## src/rtl/gpio_irq_port.sv

```systemverilog
module gpio_irq_port #(
  parameter int PINS = 32
) (
  input  logic            clk,
  input  logic            rst_n,
  input  logic [2:0]      reg_addr,
  input  logic            reg_we,
  input  logic [PINS-1:0] reg_wdata,
  output logic [PINS-1:0] reg_rdata,
  input  logic [PINS-1:0] pad_in,
  output logic [PINS-1:0] pad_out,
  output logic [PINS-1:0] pad_oe,
  output logic            irq_lo,
  output logic            irq_hi
);
  localparam int HALF = PINS / 2;

  localparam logic [2:0] A_DATA = 3'd0, A_DIR = 3'd1, A_PAD = 3'd2, A_MLO = 3'd3,
                         A_MHI = 3'd4, A_MASK = 3'd5, A_STAT = 3'd6, A_ANY = 3'd7;

  logic [PINS-1:0] data_q, dir_q, mlo_q, mhi_q, mask_q, stat_q, any_q;
  logic [PINS-1:0] sync1_q, sync2_q, prev_q;
  logic [PINS-1:0] hit;

  wire wr_stat = reg_we && reg_addr == A_STAT;
  wire [PINS-1:0] toggled = sync2_q ^ prev_q;

  for (genvar p = 0; p < PINS; p++) begin : g_pin
    logic [1:0] mode;
    if (p < HALF) begin : g_lo
      assign mode = mlo_q[2*p +: 2];
    end else begin : g_hi
      assign mode = mhi_q[2*(p-HALF) +: 2];
    end
    always_comb begin
      if (any_q[p]) hit[p] = toggled[p];
      else case (mode)
        2'd0:    hit[p] = !sync2_q[p];
        2'd1:    hit[p] = sync2_q[p];
        2'd2:    hit[p] = sync2_q[p] && !prev_q[p];
        default: hit[p] = !sync2_q[p] && prev_q[p];
      endcase
    end
  end

  always_ff @(posedge clk or negedge rst_n) begin
    if (!rst_n) begin
      sync1_q <= '0;
      sync2_q <= '0;
      prev_q  <= '0;
    end else begin
      sync1_q <= pad_in;
      sync2_q <= sync1_q;
      prev_q  <= sync2_q;
    end
  end

  always_ff @(posedge clk or negedge rst_n) begin
    if (!rst_n) begin
      data_q <= '0;
      dir_q  <= '0;
      mlo_q  <= '0;
      mhi_q  <= '0;
      mask_q <= '0;
      any_q  <= '0;
    end else if (reg_we) begin
      case (reg_addr)
        A_DATA: data_q <= reg_wdata;
        A_DIR:  dir_q  <= reg_wdata;
        A_MLO:  mlo_q  <= reg_wdata;
        A_MHI:  mhi_q  <= reg_wdata;
        A_MASK: mask_q <= reg_wdata;
        A_ANY:  any_q  <= reg_wdata;
        default: ;
      endcase
    end
  end

  always_ff @(posedge clk or negedge rst_n) begin
    if (!rst_n) stat_q <= '0;
    else        stat_q <= (stat_q & ~(wr_stat ? reg_wdata : '0)) | hit;
  end

  always_comb begin
    case (reg_addr)
      A_DATA:  reg_rdata = (data_q & dir_q) | (sync2_q & ~dir_q);
      A_DIR:   reg_rdata = dir_q;
      A_PAD:   reg_rdata = sync2_q;
      A_MLO:   reg_rdata = mlo_q;
      A_MHI:   reg_rdata = mhi_q;
      A_MASK:  reg_rdata = mask_q;
      A_STAT:  reg_rdata = stat_q;
      default: reg_rdata = any_q;
    endcase
  end

  wire [PINS-1:0] pending = stat_q & mask_q;
  assign irq_lo  = |pending[HALF-1:0];
  assign irq_hi  = |pending[PINS-1:HALF];
  assign pad_out = data_q;
  assign pad_oe  = dir_q;

  a_r7_sticky: assert property (@(posedge clk) disable iff (!rst_n)
    !wr_stat |=> ((stat_q & $past(stat_q)) == $past(stat_q)));

  a_r7_w1c: assert property (@(posedge clk) disable iff (!rst_n)
    wr_stat |=> ((stat_q & $past(reg_wdata) & ~$past(hit)) == '0));

  a_r6_any_edge: assert property (@(posedge clk) disable iff (!rst_n)
    (|(any_q & toggled)) |=> ((stat_q & $past(any_q & toggled)) == $past(any_q & toggled)));

  a_r9_quiet: assert property (@(posedge clk) disable iff (!rst_n)
    (stat_q == '0) |-> (!irq_lo && !irq_hi));

  a_r2_oe_hold: assert property (@(posedge clk) disable iff (!rst_n)
    !(reg_we && reg_addr == A_DIR) |=> $stable(pad_oe));
endmodule

```

## config.mk

```make
export PLATFORM = sky130hd
export DESIGN_NAME = gpio_irq_port
export DESIGN_NICKNAME = d
export VERILOG_FILES = /design/src/rtl/gpio_irq_port.sv
export SDC_FILE = /design/constraint.sdc
export NUM_CORES = 1
export LEC_CHECK = 0
export BUFFER_PORTS_ARGS = -buffer_cell sky130_fd_sc_hd__buf_2
export CORE_AREA = 2 2 171 173
export CTS_CLUSTER_SIZE = 24
export DETAILED_ROUTE_END_ITERATION = 10
export DIE_AREA = 0 0 173 175
export PLACE_DENSITY = 0.72
export REMOVE_ABC_BUFFERS = 1
export SKIP_CTS_REPAIR_TIMING = 1
export SLEW_MARGIN = 10
export SYNTH_ARGS = -nofsm -noshare
export SYNTH_HDL_FRONTEND = slang
export SYNTH_SLANG_ARGS = --single-unit
```

## constraint.sdc

```tcl
create_clock -name clk -period 1.75 [get_ports clk]
set_input_delay 0.175 -clock clk [delete_from_list [all_inputs] [get_ports clk]]
set_output_delay 0.175 -clock clk [all_outputs]
set_load 0.02 [all_outputs]
```

== Yosys cells after proc, flatten, opt, wreduce, memory -nomap -nowiden ==
Cells that the tools add are included.
Storage, ports and cells
  bits in registers: 320
  output and inout bits: 98
  logic and storage cells: 326
Operators by class
  equal/unequal tests: 71
  mux-type cells: 66
  bitwise operators: 9
  reductions and logical operators: 170
Operators by type and width (count)
  32-bit one-hot mux with 7 select lines: 1
  32-bit AND: 4
  1-bit one-hot mux with 3 select lines: 32
  1-bit logical AND: 65
  2-bit by 1-bit == test with 1-bit output (second input constant): 32
  2-bit == test (second input constant): 32
  1-bit logical NOT: 64
  2-bit logical NOT: 32
  32-bit inverter: 2
  32-bit OR: 2
  1-bit two-way mux: 32
  32-bit two-way mux: 1
  16-bit OR reduction: 2
  32-bit bitwise XOR: 1
  3-bit == test (second input constant): 4
  2-bit AND reduction: 6
  3-bit by 2-bit == test with 1-bit output (second input constant): 2
  3-bit by 1-bit == test with 1-bit output (second input constant): 1
  3-bit logical NOT: 1

== Depth between registers and ports, before layout ==
Gate-level depths: netlist of the first run.
  depth after elaboration: 6
  depth in mapped cells: 7

== Worst setup path before layout of the first run ==
Ideal clock, no wire load.
  kind: input -> output
  start point: input port reg_addr[1]
  end point: output port reg_rdata[31]
  arrival time: 1.538 ns
  slack: 0.037 ns
  stages: 7
  cells stage by stage: buf_4 -> or3_1 -> buf_2 -> buf_6 -> o2bb2ai_1 -> a221oi_1 -> a21oi_1
Between the ends
  cells in the longest elaborated chain, start to end: 2
  elaborated cells on any way between the ends: 8
Ends and longest elaborated chain
  start, declared: RTL line 6  | input logic [2:0] reg_addr,
  3-bit == test, or another cell as far along: RTL line 85  | case (reg_addr)
  32-bit one-hot mux with 7 select lines *: RTL line 85
  end, declared: RTL line 9  | output logic [PINS-1:0] reg_rdata,
Mark *: on every way between the ends. The rest lies on a longest branch, timed or not.

== Worst setup path in the final report of the first run ==
  start point: register stat_q[8]
  end point: output port irq_lo
Between the ends
  cells in the longest elaborated chain, start to end: 2
Ends and longest elaborated chain
  start, declared: RTL line 21  | logic [PINS-1:0] data_q, dir_q, mlo_q, mhi_q, mask_q, stat_q, any_q;
  start signal, assigned: RTL line 81  | else stat_q <= (stat_q & ~(wr_stat ? reg_wdata : '0)) | hit;
  32-bit AND: RTL line 97  | wire [PINS-1:0] pending = stat_q & mask_q;
  16-bit OR reduction: RTL line 98  | assign irq_lo = |pending[HALF-1:0];
  end, declared: RTL line 13  | output logic irq_lo,
Every way passes these cells.

==> out/qor.yml, run 1 <==
cp-startpoint: "stat_q[8]$_DFF_PN0_"
route.vias.total: 11800
finalSetupViolCount: 34
postSynthAreaPerCell_sq_um: 12.4
drive_gt1_frac: 0.425
finalClockSkew_ns: 0.0145
r2r_start: "sync2_q[11]$_DFF_PN0_"
yosysMostFrequentCell: "dfrtp_1"
synth-seq-cells: 320
power_leakage_nw: 9.12
io_pins: 168
powerDensity_mw_per_mm2: 1150
start_kind: "flip-flop"
track_usage: 0.284
fill_cells: 2041
p_total_mw: 22.6
cts_buffers: 35
place_hpwl_mm: 29.8
die_w_um: 173
clock_path_buffers: 3
synth-edff-count: 0
crit_end: "irq_lo"
grt_pass1_wl_mm: 66.8
status: "complete, but fails checks"
area_growth_pct: 28.5
whs_ns: -0.00878
synth_cells: 1241
synth_common_cells: "320 x dfrtp_1, 183 x mux2_2, 98 x inv_1"
initial_utilization: 0.541
critPathMaxFanout: 2
htree_levels: 2
cp_cell_sequence: "a22o_4, a221oi_4, buf_4, nand4_1, buf_4"
yosysUniqueCellTypes: 51
synth_area_leaders: "dfrtp_1 52%, mux2_2 13%, ha_1 5.2%, mux2i_1 3.8%, inv_1 2.4%"
viasPerCell: 6.02
grt_overflow: 0
grt_pass1_vias: 11600
critPathKind: "reg -> out"
endpoint_kind: "primary output"
hold_path_class: "in -> reg"
grt_max_degree: 54
routed_wl_mm: 44.9
clk_latency_ns: 0.52
antenna_found_initial: 1
slew_violations: 0
port_buffers: 167
ir_worst_vdd_mv: 0.843
ys_warn_count: 0
cts-root-buf: "clkbuf_16"
synth_top_area_cell: "dfrtp_1"
synthesis.area_sq_mm: 0.0154
failed_checks: "hold timing, setup timing"
dp_cells: 1814
ys.flop_type: "dfrtp_1"
routabilityCongestion: 0.884
wl_per_cell_um: 22.8
async_flop_share: 1.00
hold_violations: 6
tightest_slew_ns: 0.449
drv_cap: 0
place_worst_setup_slack_ns: -0.177
crit_path_top_delay_cell: "dfrtp_1"
maxSlewHeadroom: 0.701
rrSetupSlack_ns: 0.25
yosys.area.top_type_share: 0.521
yosysSeqAreaShare: 0.521
layout_setup_ws_ns: -0.419
worstPathRequired_ns: 1.57
r2r-end: "stat_q[11]$_DFF_PN0_"
drc_errors: 0
dieHeight_um: 175
core_sq_mm: 0.0284
cp_common_cell: "buf_4"
nNetsFinal: 1693
clk_pin_slew_ns: 0.06
cts_tree: "done"
rsz0062_at_grt: "yes"
fmax_mhz: 461
drtIter0Drc: 1016
critPathMaxStageDelay_ns: 0.41
final_antenna_net_count: 0
reg2reg_depth: 6
rows: 62
cts_sinks: 320
min_period_ns: 2.17
fin_crit_sh: 1.24
fin_cells: 1968
cp.arrival_ns: 1.99
die-area_sq_mm: 0.0303
dr.pass1.iters: 5
## how the worst min path moves through the flow
stage	from	end	slack, ns	cells after the start
after floorplan	rst_n	any_q[0]$_DFFE_PN0P_	-0.12	0
after detailed placement	rst_n	sync1_q[16]$_DFF_PN0_	0.14	1
after CTS	rst_n	sync1_q[16]$_DFF_PN0_	-0.40	1
after global placement	rst_n	sync1_q[16]$_DFF_PN0_	0.14	1
after global routing	reg_wdata[13]	mhi_q[13]$_DFFE_PN0P_	0.0005	2
final	reg_wdata[23]	mhi_q[23]$_DFFE_PN0P_	-0.009	2
## sequential cells by signal, summed over array words and instances, names as in the netlist
signal / count
sync2_q: 32
sync1_q: 32
mhi_q: 32
mask_q: 32
pad_out: 32
mlo_q: 32
stat_q: 32
pad_oe: 32
any_q: 32
prev_q: 32
## per-layer routing
metal  share of wire  wire length (um)  global-route usage
met5               0                 0                   0
met3           0.066              2970              0.0429
met2            0.49             21800               0.467
met1            0.42             18700               0.390
met4           0.031              1380              0.0918
## metrics by stage
stage / area, sq um / utilization / setup TNS (ns)
floorplan: 15000 / - / -46.58
global placement: 17300 / 0.608 / -4.96
detailed placement: 17300 / 0.608 / -8.14
CTS: 18400 / 0.648 / -8.44
global route: 19700 / 0.695 / -8.16
finish: 19700 / 0.695 / -6.21
## power breakdown
group / internal, mW / switching [mW] / leakage (nW)
sequential: 8.57 / 1.42 / 3.66
clock: 4.43 / 2.99 / 0.566
combinational: 2.69 / 2.53 / 4.89
## worst max-delay path, delay by kind of cell (launching register included)
kind	cells	cell delay, ns
AOI/OAI and AO/OA	2	0.52
buffers and inverters	2	0.40
DFF	1	0.41
and+or+nand+nor	1	0.16
## layout make-up
cell class	instances	area, sq um	area share
multi-input combinational	759	7030	0.356
clock inverter	12	135	0.00684
clock buffer	49	1000	0.0507
sequential	320	8060	0.408
tap	384	480	0.0243
antenna	1	2.50	0.000127
timing repair buffer	343	2650	0.134
inverter	100	375	0.0190
## cells in the final DEF (no fill, tap or decap), types with 24 or more instances in the layout
cell type,instances
dfrtp_1,275
mux2_2,181
buf_2,148
buf_4,121
inv_1,97
ha_1,64
nor2_1,63
mux2i_1,54
nand2_1,45
dfrtp_2,45
clkbuf_16,37
dlygate4sd3_1,36
a211oi_1,34
a22o_1,33
a221o_1,32
xnor2_1,26
a21o_1,25
buf_12,24
## kinds of logic (layout without fill, tap and decap cells)
family	count (synthesis)	after routing	share of synthesized area
flops	320	320	0.521
compound gates	279	279	0.142
mux	254	254	0.181
buf+inv	162	504	0.0476
simple gates	136	136	0.0405
fa+ha+maj	64	64	0.0521
xor+xnor	26	26	0.0148
other cells	0	1	0
Note: power is estimated with default switching activity, not from simulation.
==> run 2, diff against run 1 <==
- PLACE_DENSITY: 0.72 -> not set
- PLACE_DENSITY_LB_ADDON: not set -> 0.3
- SETUP_SLACK_MARGIN: not set -> 0.05
==> run 2 against run 1 <==
Against the previous run: the run still ends with hold timing, setup timing left; setup slack gained 0.068 ns; critical path depth stayed put; sequential share of layout area decreased by 0.36 points; highest routed layer unchanged; total power increased by 2.8%.
==> out/qor.yml, run 2 (synthesis results as in run 1) <==
initial_utilization: 0.541  # unchanged
powerDensity_mw_per_mm2: 1170  # +1.9%
start_kind: "flip-flop"
tns_ns: -5.97  # +0.240 ns
maxSlewHeadroom: 0.712  # +0.0114
route.vias.total: 11800  # -0.73%
ir_worst_vdd_mv: 0.882  # +4.6%
tightest_slew_ns: 0.432  # -0.0171 ns
cts_tree: "done"
grt_overflow: 0  # unchanged
finalClockSkew_ns: 0.0153  # +0.000754 ns
drc_errors: 0  # unchanged
area_growth_pct: 29.6
die_w_um: 173  # unchanged
dieHeight_um: 175  # unchanged
final_core_util: 0.701  # +0.00577
grt_pass1_vias: 11800  # +1.7%
drtIter0Drc: 919  # -9.5%
endpoint_kind: "primary output"
worstPathRequired_ns: 1.57  # about the same
port_buffers: 167  # unchanged
dr.pass1.iters: 5  # unchanged
wl_per_cell_um: 22.8  # about the same
place_hpwl_mm: 30.3  # +1.7%
cts_sinks: 320  # unchanged
p_total_mw: 23.3  # +2.8%
whs_ns: -0.00868  # +0.000104 ns
antenna_found_initial: 0  # -1
rows: 62  # unchanged
whs_path_depth: 2  # unchanged
htree_levels: 2  # unchanged
core_sq_mm: 0.0284  # unchanged
final_cell_mix: "279 x dfrtp_1, 180 x mux2_2, 143 x buf_2"
critPathMaxFanout: 3  # +1
finalSetupViolCount: 34  # unchanged
cp.arrival_ns: 1.93  # -0.06 ns
rsz0062_at_grt: "yes"
grt_max_degree: 58  # +7.4%
power_leakage_nw: 9.21  # +0.94%
clk_pin_slew_ns: 0.06  # about the same
cts-root-buf: "clkbuf_16"
viasPerCell: 5.93  # -1.3%
diodes: 0  # -1
fin_cells: 1980  # +0.61%
cts_buffers: 37  # +5.7%
dp_cells: 1813  # -0.055%
io_pins: 168  # unchanged
routabilityCongestion: 0.926  # +4.6%
hold_violations: 5  # -1
nNetsFinal: 1705  # +0.71%
fmax_mhz: 476  # +3.2%
fin_crit_sh: 1.20  # -0.0387
status: "complete, but fails checks"
routed_wl_mm: 45.1  # +0.62%
layout_commonest_cell: "dfrtp_1"
track_usage: 0.289  # +0.00501
hold_path_class: "in -> reg"
clock_path_buffers: 3  # unchanged
grt_pass1_wl_mm: 68.3  # +2.1%
critPathKind: "reg -> out"
layout_setup_ws_ns: -0.351  # +0.0677 ns
slew_violations: 0  # unchanged
min_period_ns: 2.10  # -0.0677 ns
failed_checks: "hold timing, setup timing"
final_antenna_net_count: 0  # unchanged
clk_latency_ns: 0.52  # about the same
die-area_sq_mm: 0.0303  # unchanged
reg2reg_depth: 6  # unchanged
drv_cap: 0  # unchanged
drive_gt1_frac: 0.425  # +0.000928
## run 2: changes by cell type in the layout (fill, tap and decap cells not counted), sizes merged
| cell | delta |
|---|---|
| bufinv | +2 |
| clkinvlp | +1 |
| buf | +10 |
| diode | -1 |
| clkinv | -5 |
| inv | +1 |
| clkbuf | +4 |
## run 2: final timing paths
check	from	end	slack, ns
min in group asynchronous	rst_n	sync1_q[16]$_DFF_PN0_	0.15
max reg2reg	sync2_q[5]$_DFF_PN0_	stat_q[5]$_DFF_PN0_	0.21
max	stat_q[24]$_DFF_PN0_	irq_hi	-0.35
max in group asynchronous	rst_n	mlo_q[19]$_DFFE_PN0P_	0.81
min reg2reg	sync1_q[1]$_DFF_PN0_	sync2_q[1]$_DFF_PN0_	0.35
min	reg_wdata[6]	mhi_q[6]$_DFFE_PN0P_	-0.009
## run 2: worst max-delay path, cell delays in order (launching register included)
cell and delay [ns]:
dfrtp_1 0.41, a22o_1 0.27, a221oi_2 0.20, buf_4 0.17
nand4_1 0.18, buf_6 0.20
## run 2: where the power goes
group          internal, mW  total [mW]  switching (mW)  leakage (nW)
registers              8.57        9.98            1.41          3.67
clock network          4.98        7.99            3.01         0.612
logic                  2.73        5.29            2.55          4.93
total                  16.3        23.3            6.97          9.21
## run 2: final cells by class
class,instances,area (sq um)
sequential,320,8060
inverter,100,375
timing repair buffer,353,2690
multi-input combinational,759,7050
tap,384,480
fill,1988,8480
clock inverter,11,186
clock buffer,53,1070
## run 2: metrics by stage
stage                     setup WS (ns)  cell area, sq um
after global routing             -0.382             19900
after global placement          -0.0893             17200
after CTS                        -0.541             18500
after detailed placement        -0.0904             17200
final                            -0.351             19900
after floorplan                  -0.453             15000
## run 2: layer usage
metal  GRT usage  vias up  routed length [um]
li1            -     5193                   -
met1       0.396     5993               19000
met2       0.473      487               22000
met3      0.0516       78                3080
met4      0.0876        0                1080
met5           0        -                   0
